### config.mk
export PLATFORM = sky130hd
export DESIGN_NAME = frac_baud_gen
export DESIGN_NICKNAME = d
export VERILOG_FILES = /design/src/rtl/fbd_pkg.sv /design/src/rtl/fbd_word_reg.sv /design/src/rtl/fbd_accum.sv /design/src/rtl/fbd_period_cnt.sv /design/src/rtl/frac_baud_gen.sv
export SDC_FILE = /design/constraint.sdc
export NUM_CORES = 1
export LEC_CHECK = 0
export BUFFER_PORTS_ARGS = -buffer_cell sky130_fd_sc_hd__clkbuf_2
export CAP_MARGIN = 20
export CORE_MARGIN = 8
export CORE_UTILIZATION = 35
export CTS_CLUSTER_SIZE = 20
export DETAILED_ROUTE_END_ITERATION = 8
export PLACE_DENSITY = 0.59
export SLEW_MARGIN = 10
export SYNTH_ARGS = -nofsm -noshare
export SYNTH_HDL_FRONTEND = slang
export SYNTH_SLANG_ARGS = --single-unit
### constraint.sdc
create_clock -name clk -period 7.5 [get_ports clk]
set_clock_uncertainty 0.1 [all_clocks]
set_input_delay 0.75 -clock clk [delete_from_list [all_inputs] [get_ports clk]]
set_output_delay 0.75 -clock clk [all_outputs]
set_load 0.02 [all_outputs]
### src/rtl/fbd_pkg.sv
package fbd_pkg;
   localparam int DEF_WORD_W   = 32;
   localparam int DEF_INT_W    = 9;
   localparam int DEF_FRAC_W   = 5;
   localparam int DEF_FRAC_LSB = 3;

   typedef enum logic {
      VAR_INTEGER_ONLY = 1'b0,
      VAR_DITHERED     = 1'b1
   } fbd_variant_e;

   function automatic fbd_variant_e pick_variant(input int frac_w);
      return (frac_w > 0) ? VAR_DITHERED : VAR_INTEGER_ONLY;
   endfunction
endpackage

### src/rtl/fbd_word_reg.sv
module fbd_word_reg #(
   parameter int WORD_W   = fbd_pkg::DEF_WORD_W,
   parameter int INT_W    = fbd_pkg::DEF_INT_W,
   parameter int FRAC_W   = fbd_pkg::DEF_FRAC_W,
   parameter int FRAC_LSB = fbd_pkg::DEF_FRAC_LSB,
   localparam int FW1     = (FRAC_W > 0) ? FRAC_W : 1
) (
   input  logic              clk,
   input  logic              rst_n,
   input  logic              we,
   input  logic [WORD_W-1:0] word,
   output logic [INT_W-1:0]  int_q,
   output logic [FW1-1:0]    frac_q
);
   localparam int INT_LSB   = FRAC_LSB + FRAC_W;
   localparam int FIELD_MSB = INT_LSB + INT_W - 1;

   if (FIELD_MSB >= WORD_W) begin : g_bad_width
      $error("divider field does not fit in the word");
   end

   logic [INT_W-1:0] int_d;
   logic [FW1-1:0]   frac_d;

   assign int_d = word[FIELD_MSB:INT_LSB];

   if (FRAC_W > 0) begin : g_frac
      assign frac_d = word[INT_LSB-1:FRAC_LSB];
   end else begin : g_nofrac
      assign frac_d = '0;
   end

   if (FIELD_MSB < WORD_W - 1) begin : g_hi_rsvd
      logic unused_hi;
      assign unused_hi = ^word[WORD_W-1:FIELD_MSB+1];
   end
   if (FRAC_LSB > 0) begin : g_lo_rsvd
      logic unused_lo;
      assign unused_lo = ^word[FRAC_LSB-1:0];
   end

   always_ff @(posedge clk or negedge rst_n) begin
      if (!rst_n) begin
         int_q  <= '0;
         frac_q <= '0;
      end else if (we) begin
         int_q  <= int_d;
         frac_q <= frac_d;
      end
   end

   p_hold_r7 : assert property (@(posedge clk) disable iff (!rst_n)
      !we |=> ($stable(int_q) && $stable(frac_q)));

   p_capture_r3 : assert property (@(posedge clk) disable iff (!rst_n)
      we |=> (int_q == $past(word[FIELD_MSB:INT_LSB])));
endmodule

### src/rtl/fbd_accum.sv
module fbd_accum #(
   parameter int FRAC_W = fbd_pkg::DEF_FRAC_W,
   localparam int FW1   = (FRAC_W > 0) ? FRAC_W : 1
) (
   input  logic           clk,
   input  logic           rst_n,
   input  logic           adv,
   input  logic [FW1-1:0] frac,
   output logic           carry
);
   localparam fbd_pkg::fbd_variant_e VARIANT = fbd_pkg::pick_variant(FRAC_W);

   if (VARIANT == fbd_pkg::VAR_DITHERED) begin : g_dither
      logic [FW1-1:0] acc_q;
      logic [FW1:0]   sum;

      assign sum   = {1'b0, acc_q} + {1'b0, frac};
      assign carry = sum[FW1];

      always_ff @(posedge clk or negedge rst_n) begin
         if (!rst_n)   acc_q <= '0;
         else if (adv) acc_q <= sum[FW1-1:0];
      end

      p_acc_hold_r7 : assert property (@(posedge clk) disable iff (!rst_n)
         !adv |=> $stable(acc_q));

      p_acc_step_r4 : assert property (@(posedge clk) disable iff (!rst_n)
         adv |=> (acc_q == FW1'($past(acc_q) + $past(frac))));
   end else begin : g_plain
      logic unused_in;
      assign unused_in = ^{adv, frac, clk, rst_n};
      assign carry     = 1'b0;
   end
endmodule

### src/rtl/fbd_period_cnt.sv
module fbd_period_cnt #(
   parameter int INT_W = fbd_pkg::DEF_INT_W
) (
   input  logic             clk,
   input  logic             rst_n,
   input  logic [INT_W-1:0] int_part,
   input  logic             stretch,
   output logic             tick,
   output logic [INT_W-1:0] remain
);
   if (INT_W < 1) begin : g_bad_int
      $error("integer width must be at least one");
   end

   logic             live_q;
   logic [INT_W-1:0] cnt_q;
   logic [INT_W-1:0] base_m1;
   logic [INT_W-1:0] load_val;

   // integer part 0 behaves as 1, so the base period minus one is 0
   assign base_m1  = (int_part == '0) ? '0 : int_part - 1'b1;
   assign load_val = base_m1 + INT_W'(stretch);
   assign tick     = live_q && (cnt_q == '0);
   assign remain   = cnt_q;

   always_ff @(posedge clk or negedge rst_n) begin
      if (!rst_n) begin
         live_q <= 1'b0;
         cnt_q  <= '0;
      end else begin
         live_q <= 1'b1;
         if (tick)        cnt_q <= load_val;
         else if (live_q) cnt_q <= cnt_q - 1'b1;
      end
   end

   p_countdown_r8 : assert property (@(posedge clk) disable iff (!rst_n)
      (live_q && !tick) |=> (cnt_q == $past(cnt_q) - 1'b1));

   p_no_tick_idle_r1 : assert property (@(posedge clk) disable iff (!rst_n)
      !live_q |-> !tick);
endmodule

### src/rtl/frac_baud_gen.sv
module frac_baud_gen #(
   parameter int WORD_W   = fbd_pkg::DEF_WORD_W,
   parameter int INT_W    = fbd_pkg::DEF_INT_W,
   parameter int FRAC_W   = fbd_pkg::DEF_FRAC_W,
   parameter int FRAC_LSB = fbd_pkg::DEF_FRAC_LSB
) (
   input  logic              clk,
   input  logic              rst_n,
   input  logic              div_we,
   input  logic [WORD_W-1:0] div_word,
   output logic              tick,
   output logic [INT_W-1:0]  remain
);
   localparam int FW1 = (FRAC_W > 0) ? FRAC_W : 1;

   logic [INT_W-1:0] int_q;
   logic [FW1-1:0]   frac_q;
   logic             carry;

   fbd_word_reg #(
      .WORD_W(WORD_W), .INT_W(INT_W), .FRAC_W(FRAC_W), .FRAC_LSB(FRAC_LSB)
   ) u_reg (
      .clk(clk), .rst_n(rst_n), .we(div_we), .word(div_word),
      .int_q(int_q), .frac_q(frac_q)
   );

   fbd_accum #(.FRAC_W(FRAC_W)) u_acc (
      .clk(clk), .rst_n(rst_n), .adv(tick), .frac(frac_q), .carry(carry)
   );

   fbd_period_cnt #(.INT_W(INT_W)) u_cnt (
      .clk(clk), .rst_n(rst_n), .int_part(int_q), .stretch(carry),
      .tick(tick), .remain(remain)
   );

   p_base_one_r5 : assert property (@(posedge clk) disable iff (!rst_n)
      (tick && int_q == '0 && !carry) |=> tick);

   p_reset_remain_r1 : assert property (@(posedge clk)
      !rst_n |-> (remain == '0 && !tick));
endmodule

==> out/summary.md, run 1 <==
The run finished with clean final reports. Counting instances, the worst hold path has a depth of 2. For the count of pins over their slew limit, the log shows 0. Ranked by total cell area, the synthesized netlist is headed by dfrtp_1 (39%), mux2_2 (7.9%), ha_1 (6.1%). For hold timing, the worst endpoint is u_acc.g_dither.acc_q[0]$_DFFE_PN0P_.

The worst hold path begins at u_acc.g_dither.acc_q[0]$_DFFE_PN0P_. The number of clock sinks was 29; the number of clock buffers inserted by TritonCTS was 5. Dividing the detail-routed via count by the number of cells gives 5.014. The most numerous cell on the critical path is ha_1. The logs give 26 for the number of cell rows and 0 ns for the aggregate negative setup slack.

TritonCTS built the clock tree. For this design, the slowest cell found on the critical path is nor4b_1. Counting I/O delays and the setup requirement, the final critical path takes 3.622 ns. In the post-synthesis netlist, the cell with the most instances is dfrtp_1.

The post-synthesis cell type with the largest combined area was dfrtp_1. Wire length per cell after detailed routing: 13.23 µm. The number of setup buffers added after CTS is 0.

The first detailed-routing pass ran for 4 iterations. The clock passes through at most 2 buffers. The area growth from synthesis to layout is 13.80%.

Normalized max-slew margin: 52.28%. Data on the critical path arrives at its endpoint at 3.71 ns. The tools report the post-placement setup slack as 3.912 ns.

Traced cell by cell, the critical path runs through inv_1 -> ha_1 -> nor4b_1 -> nand2_1 -> nor3_1 -> nor2_1 -> ha_1 -> ha_1 -> nor3b_1 -> o31ai_1 -> xor2_1 -> a21oi_1 -> o31ai_1. The logs give 90.65 µV for the highest ir drop seen on vdd and 0 for the total inserted antenna cells. In this run the register-to-register setup slack is 3.88 ns. Area share of the largest cell type after synthesis: 39.24%.

Power spread over the standard cell area amounts to 278.5 nW/µm². The worst register-to-register path begins at u_reg.int_q[0]$_DFFE_PN0P_. The final global-route overflow total is 0. The synthesized netlist cell count was 194.

For the fraction of the core area covered by cells at the end of the flow, the log shows 41.21%. After detailed routing, the number of remaining DRC violations is 0. The commonest cells after synthesis are dfrtp_1 (29), nand2_1 (18), o21ai_0 (15). Setup repair after global routing left no endpoint under its margin.

In the synthesized netlist the dominant register cell turns out to be dfrtp_1. The synthesized design contains 0 enable-type register cells. For the number of hold-slack violations in the final timing report, the log shows 0.

After layout, the worst setup slack is 3.878 ns. Maximum clock rate: 276.1 MHz. In this design, the stage delay of the slowest critical-path cell is 0.59 ns. The async set-or-reset flop fraction in the synthesized netlist was 100.0%. The floorplan step set the die height to 88.69 µm. The count of boundary I/O pins was 45. The family with the most delay on the worst path is simple AND/OR/NAND/NOR gates. The tools report the final estimated routing congestion in global placement as 0.8606. Post-layout instance count excluding filler cells: 290.

By startpoint and endpoint, the worst setup path is classified as flip-flop to flip-flop. The tools report the category of the worst setup path capture point as a flip-flop. The wire-length estimate of the detail-placed layout is 2940 µm. The run gives 1,409 as the number of global-route vias before repair. In this run, post-CTS hold repair placed 0 buffers.

The worst path required time came out at 7.59 ns. In this run, synthesis produced a sequential element count of 29. Dividing the synthesized area by the synthesized cell count gives 9.532 µm².

The sum of buffers and inverters on the critical path works out to 1. The endpoint identified for the worst register-to-register timing path is u_cnt.remain[4]$_DFFE_PN0P_. The via count is 1,454, and the share of post-route cells with drive strength above 1 is 23.64%. Of all nets on the critical path, the largest fanout is 8. Aggregate global-route resource usage: 10.81%.

The worst hold slack after final layout was 0.3888 ns. The instance count after placement with tap cells included was 282. The clock root buffer master was clkbuf_8. Max-cap violations in this run came to 0. For this run, the number of Yosys warnings is 0. Wires add up to 3836 µm. The port buffer count was 26. The synthesized netlist occupies a cell area of 1849 µm². The tools report the final setup violation count as 0. The run gives 0 as the post-cts resize count.

The H-tree was split into 2 levels. The initial utilization of the core area, before any placement, comes to 36.21%. The later pin in the worst-skew pair is clocked with a latency of 0.28 ns. At the end of the flow, the number of nets in the layout was 264. The tools report the leakage power summed over all cells as 0.9273 nW. Largest net degree at the start of global routing: 30. The logs give 5107 µm² for the placeable core region and 6624 µm for the global-route wire length before repair. For the pin with the worst max-slew slack, the measured transition is 0.7157 ns. The die is 88.69 µm wide. Clock slew seen by the registers of the worst setup and hold paths: 0.06 ns.

The run gives 239 as the number of nets in the synthesized netlist. Of the available clock period, the critical path in the final layout requires 48.30%. The run gives 0 as the number of antenna violations at the first check in global routing. The class of the tightest hold or removal check was flip-flop to flip-flop. The startpoint kind of the worst setup timing path was a flip-flop.

The initial detailed-routing violation count was 46. The number of cells on the worst reg-to-reg path is 13. The run gives 48 as the count of distinct cell types in the synthesized netlist.

Sequential elements use 39.24% of the synthesized area. The detail route stage leaves a number of antenna-violating nets equal to 0. The floorplan die area is 7866 µm².
[power breakdown]
part	switching [W]	internal, W
logic	0.000121	0.000101
registers	0.0000468	0.000197
clock network	0.0000535	0.0000657
[area by class of cell]
| class | count | area [µm²] |
|---|---|---|
| flip-flops and latches | 29 | 725.7 |
| well taps | 70 | 87.58 |
| fillers | 524 | 3003 |
| inverters | 11 | 41.29 |
| clock buffers | 8 | 80.08 |
| multi-input cells | 146 | 1040 |
| repair buffers | 26 | 130.1 |
[tightest hold or removal path: cells and delay by family, from the launching register on]
family / cells / cell delay, ns
AND/OR/NAND/NOR: 2 / 0.11
flip-flops: 1 / 0.35
[stage by stage]
step	power [W]	instance area [µm²]
6_report	0.0005861	2105
5_1_grt	0.0006362	2105
4_1_cts	0.0005958	2105
3_5_place_dp	0.0004720	2024
3_3_place_gp	0.0004670	2024
2_1_floorplan	0.0004046	1849
[how the worst max path moves through the flow]
stage,startpoint,end,cells past startpoint
2_1_floorplan,u_reg.int_q[0]$_DFFE_PN0P_,u_cnt.remain[4]$_DFFE_PN0P_,13
3_3_place_gp,u_reg.int_q[0]$_DFFE_PN0P_,u_cnt.remain[4]$_DFFE_PN0P_,13
3_5_place_dp,u_reg.int_q[0]$_DFFE_PN0P_,u_cnt.remain[4]$_DFFE_PN0P_,13
4_1_cts,u_reg.int_q[0]$_DFFE_PN0P_,u_cnt.remain[4]$_DFFE_PN0P_,13
5_1_grt,u_reg.int_q[0]$_DFFE_PN0P_,u_cnt.remain[4]$_DFFE_PN0P_,13
6_report,u_reg.int_q[0]$_DFFE_PN0P_,u_cnt.remain[4]$_DFFE_PN0P_,13
[flip-flops by register name, summed over array words and instances (netlist names)]
name and count:
u_cnt.remain 9, u_cnt.live_q 1, u_reg.frac_q 5, u_acc.g_dither.acc_q 5
u_reg.int_q 9
[metal layers]
metal | part of all wire (%) | routed length (µm) | track usage, %
met1 | 52 | 1994 | 15.11
met2 | 41 | 1583 | 14.76
met3 | 5.1 | 195 | 3.250
met4 | 1.6 | 63 | 4.608
met5 | 0 | 0 | 0
[kinds of logic after synthesis]
kind of cell	Yosys count	share of synthesized area (%)
AO/OA/AOI/OAI	47	15.97
XOR/XNOR	9	4.262
adder cells (fa/ha/maj)	10	7.172
buffers and inverters	19	4.533
flip-flops	29	39.24
multiplexers	14	8.457
other	1	0.2028
AND/OR/NAND/NOR	65	20.16
[placed cells by master (no fill, tap or decap), drive strengths merged, types with 6 or more instances in the layout]
cell type  instances
ha                 9
a21oi             10
mux2              13
dfrtp             29
nand3              6
clkbuf            34
o21ai             15
nor2               6
inv               10
nand2             18
Note: power is estimated with default switching activity, not from simulation.
==> inputs of run 2 (changes only) <==
--- a/config.mk
+++ b/config.mk
@@ -5,6 +5,7 @@
 export SDC_FILE = /design/constraint.sdc
 export NUM_CORES = 1
 export LEC_CHECK = 0
+export ABC_AREA = 1
 export BUFFER_PORTS_ARGS = -buffer_cell sky130_fd_sc_hd__clkbuf_2
 export CAP_MARGIN = 20
 export CORE_MARGIN = 8
==> constraint.sdc (replaced) <==
create_clock -name clk -period 3.6 [get_ports clk]
set_clock_uncertainty 0.1 [all_clocks]
set_input_delay 0.36 -clock clk [delete_from_list [all_inputs] [get_ports clk]]
set_output_delay 0.36 -clock clk [all_outputs]
set_load 0.02 [all_outputs]
==> run 2 against run 1 <==
Critical path depth is 1 higher. Core utilization increased by 1.1 points. Register-to-register slack worse by 2.8 ns. Worst setup slack worse by 2.8 ns. Via count rose by 3.7%. Count of clock-buffer cells in the layout fell by 1. Combinational power is 69% higher. Final cell count is 15% higher. First-iteration DRC count rose by 6.5%. Synthesized cell count up 21%. Worst hold slack worse by 0.36 ns. Synthesized area up 0.54%. Critical path type unchanged. Highest routed layer unchanged.
==> out/summary.md, run 2 <==
Among all cell types in the netlist, the one instantiated most often is nand2_1. The maximum clock rate is 391.4 MHz, and the fraction of the core area covered by cells at the end of the flow is 42.28%. The average instance in the mapped netlist occupies 7.946 µm². The number of clock buffers added by TritonCTS is 5. For the number of setup buffers added after CTS, the log shows 0. The flow ran to the end, and the final reports show no timing, DRC or antenna violations.

TritonCTS built the clock tree. In this run the remaining antenna-violating nets after routing total 0. The number of fill cells in the layout was 545; the share of post-route cells with drive strength above 1 was 22.05%. Signed area change from the synthesized netlist to the final layout: 16.15%.

The routed layout has 1,508 vias. For the post-layout instance count excluding filler cells, the log shows 333. In the routed layout, each cell is associated on average with a via count of 4.529. Of all nets on the critical path, the largest fanout is 4. By area the synthesized netlist is led by dfrtp_1 (39%), nand2_1 (9.9%), o21ai_0 (6.7%).

The first global-routing pass estimated 6258 µm of wire. For the final worst-path setup slack, the log shows 1.045 ns. The largest family of logic cells by synthesized area is simple AND/OR/NAND/NOR gates.

The share of total power in sequential cells was 38.4%; the floorplan die height was 88.89 µm. The detailed placer's ending HPWL came out at 2803 µm. The worst hold slack after final layout is 0.03271 ns, and the count of boundary I/O pins is 45.

The most frequent standard cell in the layout excluding fill and tap cells is nand2_1. Net switching is 35.16% of the power. On the worst path, the slowest cell contributes a delay of 0.38 ns.

After routing, the total negative slack on setup checks comes to 0 ns. Synthesis instantiated 35 different standard cells from the library. The logs give 1859 µm² for the netlist area before placement and 0.7451 for the final estimated routing congestion in global placement. The wire length per cell after detailed routing was 11.00 µm. The worst hold path belongs to the class primary input to async pin. The instance count after placement with tap cells included was 325; the time the final worst path needs with I/O delays and setup was 2.555 ns. For the final global-route overflow total, the log shows 0. The most used routing layer in global routing is met2. Headroom to the max-slew limit came out at 51.20%. The number of hold-slack violations in the final timing report is 0, and the adder-cell share of the synthesized area is 7.133%. Of the synthesized area, sequential elements account for 39.03%. Counting every net in the synthesized netlist gives 279. For the aggregate global-route resource usage, the log shows 10.25%. After detailed routing, the number of remaining DRC violations is 0. The worst path required time was 3.67 ns; the clock tree buffer depth was 2. Clock-pin slew was measured on the worst setup and hold paths at 0.06 ns. For this run, global-route usage on met1 was measured as 13.46%. After technology mapping, the gate count stands at 234.

Global routing consumed, on the met3 layer, 3.157% of the routing resources. The proportion of power drawn by the clock network is 29.5%. The leakage power summed over all cells was 1.065 nW. The worst setup path is launched from a flip-flop. In this run the power spent charging and discharging nets is 0.0004130 W. On the critical path, the stage with the largest delay is an instance of dfrtp_1.

After the last flow step, the layout net total stands at 307. The final layout contains routed wiring with a total length of 3662 µm. Measured along the x axis, the die boundary spans 88.89 µm.

The logs give 49 for the initial detailed-routing violation count and 0 for the total inserted antenna cells. The run gives 0 as the count of pins over their slew limit. The initialized floorplan defines 26 standard-cell rows. The number of flops mapped to enable cells by yosys was 0. The library cells used most frequently in the layout, excluding fill and tap cells, are nand2_1 (49), dfrtp_1 (29), clkbuf_2 (26).

The logs give 0.0007617 W for the cell-internal power and 725.7 µm² for the area used by sequential logic in the layout. The run gives 1.049 ns as the post-placement setup slack. The multi-input combinational cells in the finished layout cover a total of 983.4 µm². The met2 track demand over resource in global routing came out at 14.69%. STA classifies the critical path endpoint as a flip-flop. Number of clock sinks: 29. The number of antenna violations at the first check in global routing was 0; the number of global-route vias before repair was 1,378. The parity-gate share of the synthesized area counting xor and xnor cells is 4.240%, and the mux contribution to synthesized area is 2.423%. dfrtp_1 takes more of the synthesized area than any other cell. After Yosys synthesis, and, or, nand and nor cells account for 26.65% of the synthesized area.

The tools report the clock root buffer master as clkbuf_8. The worst path arrival time came out at 2.62 ns. Setup violations remaining at the end of the flow were counted as 0. The total number of yosys warnings is 0, and the part of the cycle the worst path needs is 70.97%. Input and output buffers added on the ports amount to 26.

Post-CTS repair changed the size of 0 cells. The first detailed-routing pass ran for 4 iterations. Hold repair after CTS inserted 0 buffers. For this run, the leading register cell type out of synthesis is dfrtp_1. Setup repair after global routing left no endpoint under its margin.

Summing the areas of all compound-gate instances in the mapped netlist gives 12.25% of the synthesized area. Synthesis inferred 29 register bits. The number of violations of the max-capacitance limit was 0.

Clock latency on the worst-skew pair, taken at its later pin, is 0.28 ns. The proportion of power drawn by combinational gates was 32.1%. The async set-or-reset flop fraction in the synthesized netlist is 100.0%, and the number of levels in the clock H-tree is 2. The region available for standard cell placement spans 5107 µm².

Entering global routing, the biggest net connects 30 pins. After synthesis, the most frequently instantiated cells are nand2_1 (49), dfrtp_1 (29), inv_1 (25), o21ai_0 (25), nand3_1 (19). The setup path with the least slack is of type flip-flop to flip-flop. Of the post-synthesis cell area, the dominant cell type holds 39.03%. Measured slew at the worst slew-check pin: 0.7320 ns.

The highest ir drop seen on vdd was 192.1 µV; the floorplan die area was 7901 µm². Power spread over the standard cell area amounts to 544.0 nW/µm². The critical path goes through ha_1 -> nand2_1 -> nor2_1 -> a211oi_1 -> o21bai_1 -> a21o_1 -> ha_1 -> ha_1 -> nand2_1 -> nor2_4 -> a21oi_1 -> o21ai_0 -> nand3_1 -> nand2_1. Once the floorplan was initialized, standard cells occupied 36.40% of the core.
-- run 2: cell count changes after synthesis, moves of 5 or more --
cell     delta
nand2_1    +31
mux2_2      -9
nor2_1     +11
nand3_1    +13
o21ai_0    +10
inv_1      +15
nor2_2      +6
o31ai_1     -5
-- run 2: final timing paths --
path	to	startpoint	cells after the start	slack, ns
hold reg to reg	u_acc.g_dither.acc_q[4]$_DFFE_PN0P_	u_acc.g_dither.acc_q[4]$_DFFE_PN0P_	2	0.39
max in group asynchronous	u_cnt.remain[4]$_DFFE_PN0P_	rst_n	1	2.90
hold / removal	u_reg.frac_q[0]$_DFFE_PN0P_	rst_n	1	0.03
setup / recovery	u_cnt.remain[4]$_DFFE_PN0P_	u_reg.frac_q[2]$_DFFE_PN0P_	14	1.05
setup reg to reg	u_cnt.remain[4]$_DFFE_PN0P_	u_reg.frac_q[2]$_DFFE_PN0P_	14	1.05
min in group clk	u_reg.frac_q[1]$_DFFE_PN0P_	div_word[4]	3	0.18
-- run 2: through the flow --
stage	total power, W	cell area [µm²]
2_1_floorplan	0.0007279	1859
3_3_place_gp	0.0008262	2043
3_5_place_dp	0.0008343	2043
4_1_cts	0.001191	2160
5_1_grt	0.001258	2160
6_report	0.001175	2160
-- run 2: cells by family (layout without fill, tap and decap cells) --
kind of cell             Yosys count  after routing
AO/OA/AOI/OAI                     41             41
XOR/XNOR                           9              9
adder cells (fa/ha/maj)           10             10
buffers and inverters             35             64
flip-flops                        29             29
multiplexers                       4              4
other                              1              1
AND/OR/NAND/NOR                  105            105
-- run 2: final cells by class --
cell class              instances  area share, %
flip-flops and latches         29          33.60
multi-input cells             170          45.54
clock inverters                 1          1.390
clock buffers                   7          3.998
repair buffers                 27          6.373
inverters                      29          5.041
well taps                      70          4.056
-- run 2: power groups by stage --
stage	logic, W	registers, W	clock network (W)
after global routing	0.000428	0.000462	0.000368
final	0.000377	0.000451	0.000347
after global placement	0.000372	0.000455	0
after floorplan	0.000236	0.000492	0
after CTS	0.000382	0.000450	0.000359
after detailed placement	0.000379	0.000456	0
-- run 2: layer usage --
layer	up-vias	wire length (µm)
met4	0	71
met5	-	0
met3	6	225
met1	650	1871
met2	34	1493
li1	818	-
-- run 2: critical path, delay by kind of cell (launching register included) --
kind / cells / cell delay (ns)
AOI/OAI and AO/OA: 5 / 0.77
DFF: 1 / 0.38
adders and majority gates: 3 / 0.77
and+or+nand+nor: 6 / 0.42
==> inputs of run 3 (changes only) <==
--- a/config.mk
+++ b/config.mk
@@ -5,7 +5,7 @@
 export SDC_FILE = /design/constraint.sdc
 export NUM_CORES = 1
 export LEC_CHECK = 0
-export ABC_AREA = 1
+export ABC_AREA = 0
 export BUFFER_PORTS_ARGS = -buffer_cell sky130_fd_sc_hd__clkbuf_2
 export CAP_MARGIN = 20
 export CORE_MARGIN = 8
==> constraint.sdc (replaced) <==
create_clock -name clk -period 2.36 [get_ports clk]
set_clock_uncertainty 0.1 [all_clocks]
set_input_delay 0.236 -clock clk [delete_from_list [all_inputs] [get_ports clk]]
set_output_delay 0.236 -clock clk [all_outputs]
set_load 0.02 [all_outputs]
==> run 3 against run 2 <==
Maximum frequency down 3.2%. The flow now finishes with violations (negative setup slack). Sequential power up 63%. Clock power up 16%. Sequential share of layout area down 5.1 points. Count of clock-buffer cells in the layout unchanged. Core utilization up 7.5 points.
==> out/summary.md, run 3 (synthesized netlist as in run 1, its figures left out) <==
The total wirelength of the detailed-routed design is 4636 µm. TritonCTS built the clock tree. Share of post-route cells with drive strength above 1: 42.47%. For the worst setup path, the data required time is 2.44 ns.

In this run the worst hold path is classified as primary input to flip-flop. The source of the worst register-to-register timing path was u_acc.g_dither.acc_q[1]$_DFFE_PN0P_. Setup violations remaining at the end of the flow were counted as 5.

The detailed-router iteration count before antenna repair came out at 4. In this run the critical register-to-register path is captured at u_cnt.remain[4]$_DFFE_PN0P_. Counting I/O delays and the setup requirement, the final critical path takes 2.640 ns. The port buffer count is 26. The count of cells along the worst hold path works out to 3.

In this run, CTS created clock tree buffers numbering 5. The startpoint identified for the worst hold timing path is div_word[9]. The final layout contains 304 nets. The normalized max-slew margin is 52.46%. The run gives 3426 µm as the detailed placer's ending HPWL. The checks that failed: negative setup slack.

The total inserted antenna cells was 0; the clock slew seen by the registers of the worst setup and hold paths was 0.06 ns. The number of levels in the clock H-tree was 2. The first global-routing pass estimated 7762 µm of wire. The clock insertion delay at the later pin of the skew report is 0.27 ns.

The clock root buffer master was clkbuf_8. The most frequent standard cell in the layout excluding fill and tap cells was buf_4. The final global-route overflow total is 0, and the highest net fanout along the worst path is 2. The clock passes through at most 2 buffers. During I/O placement, the number of pins put on the boundary was 45. The wire length per cell after detailed routing works out to 14.09 µm.

For the worst hold slack after final layout, the log shows 0.07056 ns. The overall power was 0.002120 W. At the worst endpoint, the arrival time is 2.72 ns.

The mean number of vias per cell was 5.021; the signed area change from the synthesized netlist to the final layout was 37.62%. The run finished, with violations left. The path depth of the worst reg2reg path was 13; the number of nets still failing antenna checks after routing was 0.

The floorplan die height is 88.69 µm. STA classifies the critical path endpoint as a flip-flop. Of the available clock period, the critical path in the final layout requires 111.9%. CTS saw 29 sinks. In this run the static leakage power is 1.153 nW.

The core region is 5107 µm². Largest net degree at the start of global routing: 30. The tool flagged a number of max-cap violations equal to 0. In this run the register-to-register setup slack is -0.28 ns. Leaving out fill and tap cells, the most frequent cells in the layout are buf_4 (39), dfrtp_1 (29), clkbuf_2 (25).

The number of hold-slack violations in the final timing report came out at 0. Row generation in the floorplan step produced 26 rows. The worst setup path is of the flip-flop to flip-flop kind.

The run gives -0.2797 ns as the final worst-path setup slack. Static timing analysis puts the maximum clock frequency at 378.8 MHz. STA classifies the critical path startpoint as a flip-flop. The run gives 0 as the count of pins over their slew limit.

Count of unresolved DRC violations after routing: 0. The logs give 2545 µm² for the post-layout instance area and 7866 µm² for the floorplan die area. Once the floorplan was initialized, standard cells occupied 36.21% of the core.

For the final estimated routing congestion in global placement, the log shows 0.8528. Power spread over the standard cell area amounts to 833.0 nW/µm². The routed layout has 1,652 vias. Setup repair after global routing could not meet its margin everywhere.

The number of antenna violations at the first check in global routing came out at 0. The number of global-route vias before repair is 1,658. For hold timing, the worst endpoint is u_reg.int_q[1]$_DFFE_PN0P_. The floorplan die width works out to 88.69 µm.

The tools report the initial detailed-routing violation count as 64. The placed instances occupy a cell area of 2295 µm². For the pin with the worst max-slew slack, the measured transition is 0.7131 ns. The logs give 12.68% for the aggregate global-route resource usage and 357.6 µV for the highest ir drop seen on vdd.
==> run 3: cell count changes in the layout (fill, tap and decap cells not counted), sizes merged, moves of 4 or more <==
| cell | previous run | this run |
|---|---|---|
| buf | 1 | 40 |
| nand2 | 53 | 18 |
| inv | 28 | 10 |
| nor2 | 24 | 6 |
| nand3 | 23 | 6 |
| o21ai | 26 | 15 |
| mux2 | 4 | 13 |
| nor4 | 0 | 5 |
| o31ai | 0 | 5 |
| nor2b | 0 | 4 |
| nor3 | 1 | 5 |
==> run 3: per-stage QoR <==
| stage | TNS, ns | setup slack (ns) | instances | util (%) |
|---|---|---|---|---|
| floorplan | -0.2626 | -0.2319 | 194 | - |
| global placement | -0.7510 | -0.2457 | 310 | 44.93 |
| detailed placement | -0.9071 | -0.2728 | 310 | 44.93 |
| CTS | -0.7324 | -0.2463 | 321 | 47.70 |
| global route | -1.405 | -0.4795 | 329 | 49.83 |
| finish | -0.7069 | -0.2797 | 329 | 49.83 |
==> run 3: worst max-delay path by stage <==
stage	start	end	slack (ns)
2_1_floorplan	u_reg.int_q[1]$_DFFE_PN0P_	u_cnt.remain[4]$_DFFE_PN0P_	-0.23
5_1_grt	u_reg.int_q[1]$_DFFE_PN0P_	u_cnt.remain[4]$_DFFE_PN0P_	-0.48
3_3_place_gp	u_reg.frac_q[1]$_DFFE_PN0P_	u_cnt.remain[4]$_DFFE_PN0P_	-0.25
3_5_place_dp	u_reg.frac_q[1]$_DFFE_PN0P_	u_cnt.remain[4]$_DFFE_PN0P_	-0.27
4_1_cts	u_reg.int_q[1]$_DFFE_PN0P_	u_cnt.remain[4]$_DFFE_PN0P_	-0.25
6_report	u_acc.g_dither.acc_q[1]$_DFFE_PN0P_	u_cnt.remain[4]$_DFFE_PN0P_	-0.28
==> run 3: report_power, final <==
group	leakage (nW)	total [W]	internal [W]	switching [W]
logic	0.757	0.000980	0.000480	0.000500
clock network	0.0443	0.000404	0.000231	0.000173
registers	0.352	0.000736	0.000627	0.000109
total	1.15	0.00212	0.00134	0.000782
==> run 3: layout make-up <==
class | instances | area (µm²)
Clock buffer | 7 | 86.33
Tap cell | 70 | 87.58
Sequential cell | 29 | 725.7
Timing Repair Buffer | 66 | 439.2
Multi-Input combinational cell | 146 | 1164
Fill cell | 497 | 2562
Inverter | 11 | 42.54
==> run 3: worst max-delay path, stage by stage (launching register included) <==
cell	delay [ns]
dfrtp_1	0.38
ha_1	0.29
a21o_1	0.17
a21oi_2	0.16
nor2b_1	0.06
o21ai_1	0.11
nand2b_1	0.07
ha_2	0.20
ha_4	0.16
nor3b_1	0.14
o31ai_1	0.26
xor2_1	0.18
a21oi_1	0.08
o31ai_1	0.19
==> run 3: per-layer routing <==
metal | part of all wire [%] | track usage [%] | up-vias | routed length, µm
li1 | - | - | 832 | -
met2 | 44 | 19.81 | 38 | 2051
met3 | 5.4 | 2.971 | 8 | 251
met5 | 0 | 0 | - | 0
met1 | 48 | 16.40 | 774 | 2238
met4 | 2.0 | 4.762 | 0 | 94
==> run 3: timing repair <==
item	CTS	global route
pin swaps	11	6
hold buffers	1	0
gates cloned	0	0
gates resized for setup	6	11
buffers inserted	3	8
endpoints found under the hold margin	29	0
setup endpoints to repair	6	7
